File: config.mk
export PLATFORM = sky130hd
export DESIGN_NAME = fsbb_pwm
export DESIGN_NICKNAME = d
export VERILOG_FILES = /design/src/rtl/fsbb_pkg.sv /design/src/rtl/fsbb_period_ctr.sv /design/src/rtl/fsbb_cfg_latch.sv /design/src/rtl/fsbb_leg.sv /design/src/rtl/fsbb_pwm.sv
export SDC_FILE = /design/constraint.sdc
export NUM_CORES = 1
export LEC_CHECK = 0
export BUFFER_PORTS_ARGS = -buffer_cell sky130_fd_sc_hd__buf_2
export CAP_MARGIN = 20
export CORE_MARGIN = 3
export CORE_UTILIZATION = 45
export CTS_BUF_LIST = sky130_fd_sc_hd__clkbuf_8
export CTS_CLUSTER_DIAMETER = 200
export DETAILED_ROUTE_END_ITERATION = 7
export HOLD_SLACK_MARGIN = 0.02
export PLACE_DENSITY = 0.68
export SYNTH_ARGS = -nofsm -noshare
export SYNTH_HDL_FRONTEND = slang
export SYNTH_SLANG_ARGS = --single-unit
export TNS_END_PERCENT = 100
File: constraint.sdc
create_clock -name clk -period 2.6 [get_ports clk]
set_input_delay 0.52 -clock clk [delete_from_list [all_inputs] [get_ports clk]]
set_output_delay 0.52 -clock clk [all_outputs]
set_load 0.1 [all_outputs]
File: src/rtl/fsbb_pkg.sv
package fsbb_pkg;

  typedef enum logic [1:0] {
    MODE_BUCK  = 2'd0,
    MODE_BOOST = 2'd1,
    MODE_PASS  = 2'd2,
    MODE_IDLE  = 2'd3
  } conv_mode_e;

  typedef enum logic [1:0] {
    ROLE_OFF = 2'd0,
    ROLE_SW  = 2'd1,
    ROLE_HI  = 2'd2
  } leg_role_e;

  // Effective duty: lower limit keeps the high pulse >= rise gap,
  // upper limit keeps the low pulse >= fall gap.
  function automatic int clamp_duty(int d, int dtn, int dtf, int period);
    int lo;
    int hi;
    lo = 2 * dtn;
    hi = period - 2 * dtf;
    if (d > hi) return hi;
    if (d < lo) return lo;
    return d;
  endfunction

  // Leg 0 = input (step-down) leg, leg 1 = output (step-up) leg.
  function automatic leg_role_e role_of(conv_mode_e m, int leg);
    case (m)
      MODE_BUCK:  return (leg == 0) ? ROLE_SW : ROLE_HI;
      MODE_BOOST: return (leg == 1) ? ROLE_SW : ROLE_HI;
      MODE_PASS:  return ROLE_HI;
      default:    return ROLE_OFF;
    endcase
  endfunction

endpackage

File: src/rtl/fsbb_period_ctr.sv
module fsbb_period_ctr #(
  parameter int PERIOD = 400,
  localparam int CNT_W = $clog2(PERIOD)
) (
  input  logic             clk,
  input  logic             rst_n,
  input  logic             soft_rst_i,
  output logic [CNT_W-1:0] cnt_o,
  output logic             period_end_o
);
  localparam logic [CNT_W-1:0] LAST = CNT_W'(PERIOD - 1);

  assign period_end_o = (cnt_o == LAST) && !soft_rst_i;

  always_ff @(posedge clk or negedge rst_n) begin
    if (!rst_n)                         cnt_o <= '0;
    else if (soft_rst_i || cnt_o == LAST) cnt_o <= '0;
    else                                cnt_o <= cnt_o + 1'b1;
  end

  p_wrap_r3: assert property (@(posedge clk) disable iff (!rst_n)
    period_end_o |=> (cnt_o == '0));

  p_softrst_restart_r8: assert property (@(posedge clk) disable iff (!rst_n)
    soft_rst_i |=> (cnt_o == '0));

endmodule

File: src/rtl/fsbb_cfg_latch.sv
module fsbb_cfg_latch
  import fsbb_pkg::*;
#(
  parameter int PERIOD = 400,
  parameter int DUTY_W = 9,
  parameter int DT_W   = 3,
  localparam int CNT_W = $clog2(PERIOD)
) (
  input  logic              clk,
  input  logic              rst_n,
  input  logic              soft_rst_i,
  input  logic              load_i,
  input  logic [1:0]        mode_i,
  input  logic [DUTY_W-1:0] trk_duty_i,
  input  logic [DUTY_W-1:0] ol_duty_i,
  input  logic              ol_en_i,
  input  logic [DT_W-1:0]   dt_rise_i,
  input  logic [DT_W-1:0]   dt_fall_i,
  output conv_mode_e        mode_q,
  output logic [CNT_W-1:0]  duty_q,
  output logic [DT_W-1:0]   dtn_q,
  output logic [DT_W-1:0]   dtf_q,
  output logic              ol_act_q
);
  localparam int DT_RST   = 3;
  localparam int DUTY_RST = 255;

  logic [DUTY_W-1:0] duty_sel;
  int                duty_eff;

  assign duty_sel = ol_act_q ? ol_duty_i : trk_duty_i;
  assign duty_eff = clamp_duty(int'(duty_sel), int'(dt_rise_i), int'(dt_fall_i), PERIOD);

  always_ff @(posedge clk or negedge rst_n) begin
    if (!rst_n) ol_act_q <= 1'b0;
    else if (soft_rst_i) ol_act_q <= ol_en_i;
  end

  always_ff @(posedge clk or negedge rst_n) begin
    if (!rst_n) begin
      mode_q <= MODE_IDLE;
      duty_q <= CNT_W'(clamp_duty(DUTY_RST, DT_RST, DT_RST, PERIOD));
      dtn_q  <= DT_W'(DT_RST);
      dtf_q  <= DT_W'(DT_RST);
    end else if (soft_rst_i) begin
      mode_q <= MODE_IDLE;
    end else if (load_i) begin
      mode_q <= conv_mode_e'(mode_i);
      duty_q <= CNT_W'(duty_eff);
      dtn_q  <= dt_rise_i;
      dtf_q  <= dt_fall_i;
    end
  end

  p_hold_midperiod_r6: assert property (@(posedge clk) disable iff (!rst_n)
    (!load_i && !soft_rst_i) |=> ($stable(duty_q) && $stable(mode_q) &&
                                  $stable(dtn_q) && $stable(dtf_q)));

  p_duty_bounds_r5: assert property (@(posedge clk) disable iff (!rst_n)
    (int'(duty_q) >= 2 * int'(dtn_q)) && (int'(duty_q) <= PERIOD - 2 * int'(dtf_q)));

  p_ol_sticky_r7: assert property (@(posedge clk) disable iff (!rst_n)
    !soft_rst_i |=> $stable(ol_act_q));

endmodule

File: src/rtl/fsbb_leg.sv
module fsbb_leg
  import fsbb_pkg::*;
#(
  parameter int PERIOD = 400,
  parameter int DT_W   = 3,
  localparam int CNT_W = $clog2(PERIOD)
) (
  input  logic             clk,
  input  logic             rst_n,
  input  logic             kill_i,
  input  leg_role_e        role_i,
  input  logic [CNT_W-1:0] cnt_i,
  input  logic [CNT_W-1:0] duty_i,
  input  logic [DT_W-1:0]  dtn_i,
  input  logic [DT_W-1:0]  dtf_i,
  output logic             hs_o,
  output logic             ls_o
);
  logic hs_n, ls_n, sw_q;

  always_comb begin
    hs_n = 1'b0;
    ls_n = 1'b0;
    case (role_i)
      ROLE_SW: begin
        hs_n = (int'(cnt_i) >= int'(dtn_i)) && (int'(cnt_i) < int'(duty_i));
        ls_n = int'(cnt_i) >= int'(duty_i) + int'(dtf_i);
      end
      ROLE_HI: hs_n = 1'b1;
      default: ;
    endcase
  end

  always_ff @(posedge clk or negedge rst_n) begin
    if (!rst_n) begin
      hs_o <= 1'b0;
      ls_o <= 1'b0;
      sw_q <= 1'b0;
    end else if (kill_i) begin
      hs_o <= 1'b0;
      ls_o <= 1'b0;
      sw_q <= 1'b0;
    end else begin
      hs_o <= hs_n;
      ls_o <= ls_n;
      sw_q <= (role_i == ROLE_SW);
    end
  end

  p_no_overlap_r4: assert property (@(posedge clk) disable iff (!rst_n)
    !(hs_o && ls_o));

  p_fall_gap_r11: assert property (@(posedge clk) disable iff (!rst_n || kill_i)
    (sw_q && $past(sw_q) && $fell(hs_o) && dtf_i >= 2) |=> !ls_o);

  p_rise_gap_r11: assert property (@(posedge clk) disable iff (!rst_n || kill_i)
    (sw_q && $past(sw_q) && $fell(ls_o) && dtn_i >= 2) |=> !hs_o);

endmodule

File: src/rtl/fsbb_pwm.sv
module fsbb_pwm
  import fsbb_pkg::*;
#(
  parameter int PERIOD = 400,
  parameter int DUTY_W = 9,
  parameter int DT_W   = 3
) (
  input  logic              clk,
  input  logic              rst_n,
  input  logic              soft_rst_i,
  input  logic              gate_dis_i,
  input  logic [1:0]        mode_i,
  input  logic [DUTY_W-1:0] trk_duty_i,
  input  logic [DUTY_W-1:0] ol_duty_i,
  input  logic              ol_en_i,
  input  logic [DT_W-1:0]   dt_rise_i,
  input  logic [DT_W-1:0]   dt_fall_i,
  output logic              buck_hi_o,
  output logic              buck_lo_o,
  output logic              bst_hi_o,
  output logic              bst_lo_o
);
  localparam int CNT_W = $clog2(PERIOD);
  localparam int NLEG  = 2;

  logic [CNT_W-1:0] cnt;
  logic             period_end;
  logic             kill;
  conv_mode_e       mode_q;
  logic [CNT_W-1:0] duty_q;
  logic [DT_W-1:0]  dtn_q, dtf_q;
  logic             ol_act;
  logic [NLEG-1:0]  hs, ls;

  assign kill = soft_rst_i | gate_dis_i;

  fsbb_period_ctr #(.PERIOD(PERIOD)) u_ctr (
    .clk(clk), .rst_n(rst_n), .soft_rst_i(soft_rst_i),
    .cnt_o(cnt), .period_end_o(period_end)
  );

  fsbb_cfg_latch #(.PERIOD(PERIOD), .DUTY_W(DUTY_W), .DT_W(DT_W)) u_cfg (
    .clk(clk), .rst_n(rst_n), .soft_rst_i(soft_rst_i), .load_i(period_end),
    .mode_i(mode_i), .trk_duty_i(trk_duty_i), .ol_duty_i(ol_duty_i),
    .ol_en_i(ol_en_i), .dt_rise_i(dt_rise_i), .dt_fall_i(dt_fall_i),
    .mode_q(mode_q), .duty_q(duty_q), .dtn_q(dtn_q), .dtf_q(dtf_q),
    .ol_act_q(ol_act)
  );

  for (genvar g = 0; g < NLEG; g++) begin : g_leg
    leg_role_e role;
    assign role = role_of(mode_q, g);
    fsbb_leg #(.PERIOD(PERIOD), .DT_W(DT_W)) u_leg (
      .clk(clk), .rst_n(rst_n), .kill_i(kill), .role_i(role),
      .cnt_i(cnt), .duty_i(duty_q), .dtn_i(dtn_q), .dtf_i(dtf_q),
      .hs_o(hs[g]), .ls_o(ls[g])
    );
  end

  assign buck_hi_o = hs[0];
  assign buck_lo_o = ls[0];
  assign bst_hi_o  = hs[1];
  assign bst_lo_o  = ls[1];

  p_disable_off_r9: assert property (@(posedge clk) disable iff (!rst_n)
    gate_dis_i |=> !(buck_hi_o || buck_lo_o || bst_hi_o || bst_lo_o));

  p_softrst_off_r8: assert property (@(posedge clk) disable iff (!rst_n)
    soft_rst_i |=> !(buck_hi_o || buck_lo_o || bst_hi_o || bst_lo_o));

  p_static_leg_r1: assert property (@(posedge clk) disable iff (!rst_n)
    (bst_lo_o || buck_lo_o) |-> !(bst_lo_o && buck_lo_o));

  always @(negedge clk) begin
    if (!rst_n) begin
      p_async_off_r10: assert (!(buck_hi_o || buck_lo_o || bst_hi_o || bst_lo_o));
    end
  end

endmodule

==> impl_metrics.json, run 1 <==
{
  "status": "completed",
  "via_per_inst": 5.16,
  "cap_viol_max_count": 0,
  "clock-sinks": 31,
  "grt_overflow": 0,
  "fillers": 463,
  "crit_chain": "ha_1 -> inv_1 -> fa_2 -> inv_1 -> a21o_1 -> nand2_1 -> xnor2_1 -> ha_1 -> o21a_1 -> o211ai_1 -> o21ai_1 -> and3_1",
  "critPathMaxStageDelay_ps": 540,
  "drtPass1Iterations": 4,
  "period_share_pct": 95.6,
  "ant_nets": 0,
  "r2r-start": "u_cfg.duty_q[0]",
  "yosys_most_used_dff": "dfrtp_1",
  "worstPathMaxFanout": 3,
  "grt_pass1_vias": 1906,
  "clk_path_buf_depth": 2,
  "fin_nets": 375,
  "synth_top_area_share_pct": 19.0,
  "final_util_pct": 54.8,
  "final_max_slew_viol_count": 0,
  "io-pin-count": 35,
  "crit_family": "adder cells",
  "hold_path_class": "in2async",
  "dieArea_mm2": 0.00634,
  "tightest_slew_ps": 678,
  "drc": 0,
  "worst_setup_path_end_kind": "register",
  "cp.required_ps": 2780,
  "p_leak_nw": 1.44,
  "setup_viol": 0,
  "area_growth_pct": 16.0,
  "synth_seq_area_share_pct": 32.5,
  "hold_viol": 0,
  "tns_ps": 0,
  "core-area_mm2": 0.00517,
  "syn_area_mm2": 0.00244,
  "die_w_um": 79.7,
  "worstPathArrival_ps": 2670,
  "dp_hpwl_mm": 3.99,
  "slew_headroom_pct": 54.8,
  "clockRootBuffer": "clkbuf_8",
  "crit_slowest_cell": "dfstp_2",
  "worstSetupStartpoint": "u_cfg.duty_q[0]",
  "place_ws_ps": 9.43,
  "synth_most_common_cell": "ha_1",
  "die_h_um": 79.7,
  "async_reset_ff_share_pct": 100,
  "antenna_cells": 0,
  "grt_max_degree": 32,
  "min_period_ps": 2490,
  "synth_fp_nets": 332,
  "path_class": "reg2reg",
  "synth_area_leaders": "ha_1, dfrtp_1, dfstp_2, inv_1, mux2_2",
  "cp_num_buf_inv": 2,
  "setup_ws_ps": 113,
  "peakVddDrop_v": 0.000212,
  "start_util_pct": 47.2,
  "synth_edf_count": 0,
  "antenna_found_initial": 0,
  "h-tree-depth": 2,
  "grt_pass1_wl_mm": 8.35,
  "cts_buffers": 5,
  "max_clock_freq_mhz": 402,
  "routabilityCongestion": 0.821,
  "skew_ps": 5.66,
  "ff2ff_path_depth": 12,
  "synth_top_area_cell": "ha_1",
  "routed_wirelength_mm": 4.95,
  "drt-initial-drc-count": 38,
  "avgSynthCellArea_um2": 9.28,
  "wire_per_inst_um": 13.1,
  "seqCellArea_um2": 793,
  "synth_common_cells": "ha_1, inv_1, nand2_1",
  "cts_tree": "done",
  "clk_latency_ps": 290,
  "worstReg2RegEnd": "g_leg[0].u_leg.ls_o",
  "ys_warn_count": 0,
  "timing.reg2reg.setup_slack_ps": 110,
  "grt_usage_pct": 16.9,
  "multi_input_area_mm2": 0.00153,
  "p_per_area_mw_per_mm2": 410,
  "num_rows": 26,
  "hold_buffers": 0,
  "io_buffers": 34,
  "drive_gt1_share_pct": 25.4,
  "synth_cells": 263,
  "ys_types": 47,
  "synth_seq_cells": 31,
  "vias": 1945,
  "clk_pin_slew_ps": 70,
  "startpoint_type": "register"
}
[per-layer routing]
layer,GRT usage [%],vias to the layer above,part of all wire (%)
li1,-,1004,-
met1,21.8,889,49
met2,27.1,43,44
met3,3.84,9,4.4
met4,7.39,0,2.2
met5,0,-,0
[cells in the final DEF (no fill, tap or decap), drive strengths merged, types with 7 or more instances in the layout]
| cell type | n |
|---|---|
| a21oi | 11 |
| buf | 42 |
| dfrtp | 17 |
| dfstp | 14 |
| ha | 37 |
| inv | 26 |
| mux2 | 8 |
| nand2 | 21 |
| nand3 | 9 |
| nor2 | 19 |
| nor3 | 7 |
| o21ai | 15 |
| xnor2 | 9 |
[state kept, by name (all words and copies together) (netlist names)]
name / cells
u_ctr.cnt_o: 9
u_cfg.mode_q: 2
u_cfg.dtn_q: 3
u_cfg.ol_act_q: 1
g_leg.u_leg.hs_o: 2
u_cfg.duty_q: 9
u_cfg.dtf_q: 3
g_leg.u_leg.ls_o: 2
[timing repair]
item	CTS	global route
resized for setup	0	3
setup endpoints to repair	0	2
setup buffers	0	1
[cell families (layout without fill, tap and decap cells)]
| group | count (synthesis) | count (layout) | synth area share, % |
|---|---|---|---|
| DFF | 31 | 31 | 32.5 |
| and+or+nand+nor | 83 | 83 | 17.3 |
| adders and majority gates | 38 | 38 | 19.8 |
| xor gates and xnor gates | 14 | 14 | 5.02 |
| muxes | 14 | 14 | 6.30 |
| buffers and inverters | 31 | 75 | 5.07 |
| AOI/OAI and AO/OA | 52 | 52 | 14.0 |
[report_power, final]
part	internal, mW	switching, mW
clock	0.183	0.178
combinational	0.132	0.141
sequential	0.512	0.0160
total	0.827	0.335
[worst max path at each step]
stage	end	slack, ps	depth (start not counted)
2_1_floorplan	u_cfg.duty_q[3]	120	10
3_3_place_gp	g_leg[0].u_leg.ls_o	110	12
4_1_cts	g_leg[0].u_leg.ls_o	5	12
6_report	g_leg[0].u_leg.ls_o	110	12
5_1_grt	g_leg[0].u_leg.ls_o	-2	12
3_5_place_dp	g_leg[0].u_leg.ls_o	9	12
[stage by stage]
step / area, um^2 / total power, mW / hold WS [ps] / cells
detailed placement: 2730 / 0.807 / 456 / 368
global placement: 2730 / 0.799 / 454 / 368
floorplan: 2440 / 0.718 / 224 / 263
global route: 2830 / 1.25 / 303 / 377
finish: 2830 / 1.16 / 265 / 377
CTS: 2820 / 1.18 / 288 / 376
[layout make-up]
class | instances | area share, %
Multi-Input combinational cell | 201 | 54.0
Sequential cell | 31 | 28.0
Timing Repair Buffer | 42 | 8.57
Inverter | 25 | 3.31
Tap cell | 70 | 3.09
Clock buffer | 5 | 2.43
Clock inverter | 3 | 0.574
No activity file was read; power rests on OpenSTA's default activity.
==> inputs of run 2 (changes only) <==
--- a/config.mk
+++ b/config.mk
@@ -13,8 +13,9 @@
 export CTS_CLUSTER_DIAMETER = 200
 export DETAILED_ROUTE_END_ITERATION = 7
 export HOLD_SLACK_MARGIN = 0.02
-export PLACE_DENSITY = 0.68
+export PLACE_DENSITY = 0.66
 export SYNTH_ARGS = -nofsm -noshare
 export SYNTH_HDL_FRONTEND = slang
+export SYNTH_HIERARCHICAL = 1
 export SYNTH_SLANG_ARGS = --single-unit
 export TNS_END_PERCENT = 100
==> impl_metrics.json, run 2 <==
{
  "antenna_cells": 0,
  "dieArea_mm2": 0.00843,
  "via_per_inst": 5.51,
  "clk_path_buf_depth": 2,
  "grt_pass1_vias": 2847,
  "top_regs": "u_cfg/duty_q x9, u_ctr/cnt_o x9",
  "wire_per_inst_um": 15.1,
  "fin_hold_ws_ps": 280,
  "p_per_area_mw_per_mm2": 360,
  "synth_top_area_share_pct": 23.0,
  "syn_area_mm2": 0.00331,
  "io_buffers": 34,
  "routabilityCongestion": 0.857,
  "grt_pass1_wl_mm": 13.4,
  "period_share_pct": 103,
  "status": "finished with violations",
  "slew_headroom_pct": 53.1,
  "min_period_ps": 2670,
  "tns_ps": -69.8,
  "peakVddDrop_v": 0.000223,
  "die_w_um": 91.8,
  "hold_path_class": "in2async",
  "tightest_slew_ps": 704,
  "cap_viol_max_count": 0,
  "max_clock_freq_mhz": 375,
  "drtPass1Iterations": 5,
  "synth_area_leaders": "ha_1, dfrtp_1, dfstp_2, inv_1, xnor2_1",
  "clk_pin_slew_ps": 70,
  "clk_latency_ps": 280,
  "io-pin-count": 35,
  "fillers": 672,
  "final_util_pct": 55.6,
  "avgSynthCellArea_um2": 9.15,
  "cts_tree": "done",
  "vias": 2839,
  "dp_hpwl_mm": 6.22,
  "num_rows": 30,
  "ys_warn_count": 6,
  "grt_usage_pct": 19.6,
  "die_h_um": 91.8,
  "drt-initial-drc-count": 167,
  "drc": 0,
  "worstPathArrival_ps": 2870,
  "ant_nets": 0,
  "place_ws_ps": -91.6,
  "synth_top_area_cell": "ha_1",
  "synth_fp_nets": 456,
  "violations": "setup timing",
  "place_inst": 506,
  "ys_types": 61,
  "grt_overflow": 0,
  "setup_ws_ps": -69.8,
  "hold_viol": 0,
  "cp.required_ps": 2800,
  "synth_seq_cells": 31,
  "path_class": "reg2reg",
  "core-area_mm2": 0.00698,
  "final_cell_mix": "ha_1, inv_1, buf_2",
  "rsz0062_at_grt": "yes",
  "synth_most_common_cell": "ha_1",
  "final_max_slew_viol_count": 0,
  "synth_edf_count": 0,
  "startpoint_type": "register",
  "setup_viol": 1,
  "area_growth_pct": 17.2,
  "skew_ps": 2.67,
  "yosys_most_used_dff": "dfrtp_1",
  "synth_seq_area_share_pct": 24.0,
  "cts_buffers": 5,
  "p_leak_nw": 1.76,
  "synth_common_cells": "ha_1, inv_1, nand2_1",
  "worstPathMaxFanout": 3,
  "clock-sinks": 31,
  "layout.cells.non_filler": 515,
  "clockRootBuffer": "clkbuf_8",
  "async_reset_ff_share_pct": 100,
  "fin_nets": 512,
  "grt_max_degree": 32,
  "h-tree-depth": 2,
  "start_util_pct": 47.4,
  "antenna_found_initial": 0,
  "worst_setup_path_end_kind": "register",
  "routed_wirelength_mm": 7.80,
  "drive_gt1_share_pct": 27.0,
  "synth_cells": 362,
  "mostFrequentLayoutCell": "ha_1"
}
run 2: cell types whose count changed after synthesis, moves of 6 or more:
cell,delta
ha_1,+24
inv_1,+18
a21oi_1,+7
and3_1,-6
o211ai_1,+6
run 2: cell type report:
class	instances	area [um^2]	area share, %
well taps	96	120	3.09
clock inverters	2	35.0	0.903
inverters	43	161	4.16
repair buffers	55	328	8.45
flip-flops and latches	31	795	20.5
clock buffers	6	82.6	2.13
multi-input cells	282	2360	60.8
run 2: path summary, 6_finish.rpt:
| path | endpoint | slack (ps) | depth (start not counted) | startpoint |
|---|---|---|---|---|
| setup / recovery | g_leg[0].u_leg/ls_o | -70 | 12 | u_cfg/dtf_q[0] |
| max in group asynchronous | u_cfg/ol_act_q | 1830 | 1 | rst_n |
| setup reg to reg | g_leg[0].u_leg/ls_o | -70 | 12 | u_cfg/dtf_q[0] |
| min in group clk | u_cfg/mode_q[0] | 450 | 2 | mode_i[0] |
| hold / removal | u_cfg/ol_act_q | 280 | 1 | rst_n |
| hold reg to reg | u_cfg/dtn_q[0] | 480 | 2 | u_cfg/dtn_q[0] |
run 2: layer usage:
metal / up-vias / part of all wire (%) / global-route usage, %
met5: - / 0 / 0
met4: 0 / 1.6 / 6.06
met3: 14 / 3.1 / 3.04
met2: 50 / 48 / 32.0
met1: 1342 / 48 / 26.8
li1: 1433 / - / -
run 2: cells by family after synthesis:
family	share of synthesized area [%]
and+or+nand+nor	18.5
xor gates and xnor gates	4.50
AOI/OAI and AO/OA	19.2
adders and majority gates	24.3
buffers and inverters	5.89
muxes	3.66
DFF	24.0
run 2: timing repair:
item	4_1_cts	5_1_grt
setup endpoints to repair	2	8
hold buffers	0	0
gates resized for setup	5	4
endpoints found under the hold margin	0	0
pin swaps	0	3
setup buffers	0	1
run 2: power breakdown:
group          internal [mW]  switching [mW]  leakage, nW  total, mW
registers              0.506          0.0313        0.376      0.537
logic                  0.163           0.195         1.32      0.358
clock network          0.310           0.193       0.0612      0.503
total                  0.979           0.419         1.76       1.40
run 2: per-stage QoR:
step | power (mW) | area [um^2]
3_3_place_gp | 0.890 | 3730
3_5_place_dp | 0.899 | 3730
2_1_floorplan | 0.777 | 3330
5_1_grt | 1.50 | 3880
4_1_cts | 1.41 | 3860
6_report | 1.40 | 3880
run 2: worst max-delay path, stage by stage, from the launching register on:
cell     delay [ps]
dfstp_2         570
ha_4            150
inv_2            30
fa_2            340
nor2b_2         130
o21ai_2          80
nor2_2          130
xnor2_1          80
ha_1            280
o21a_1          120
o21ai_1          60
or4b_1          460
a31oi_1         150
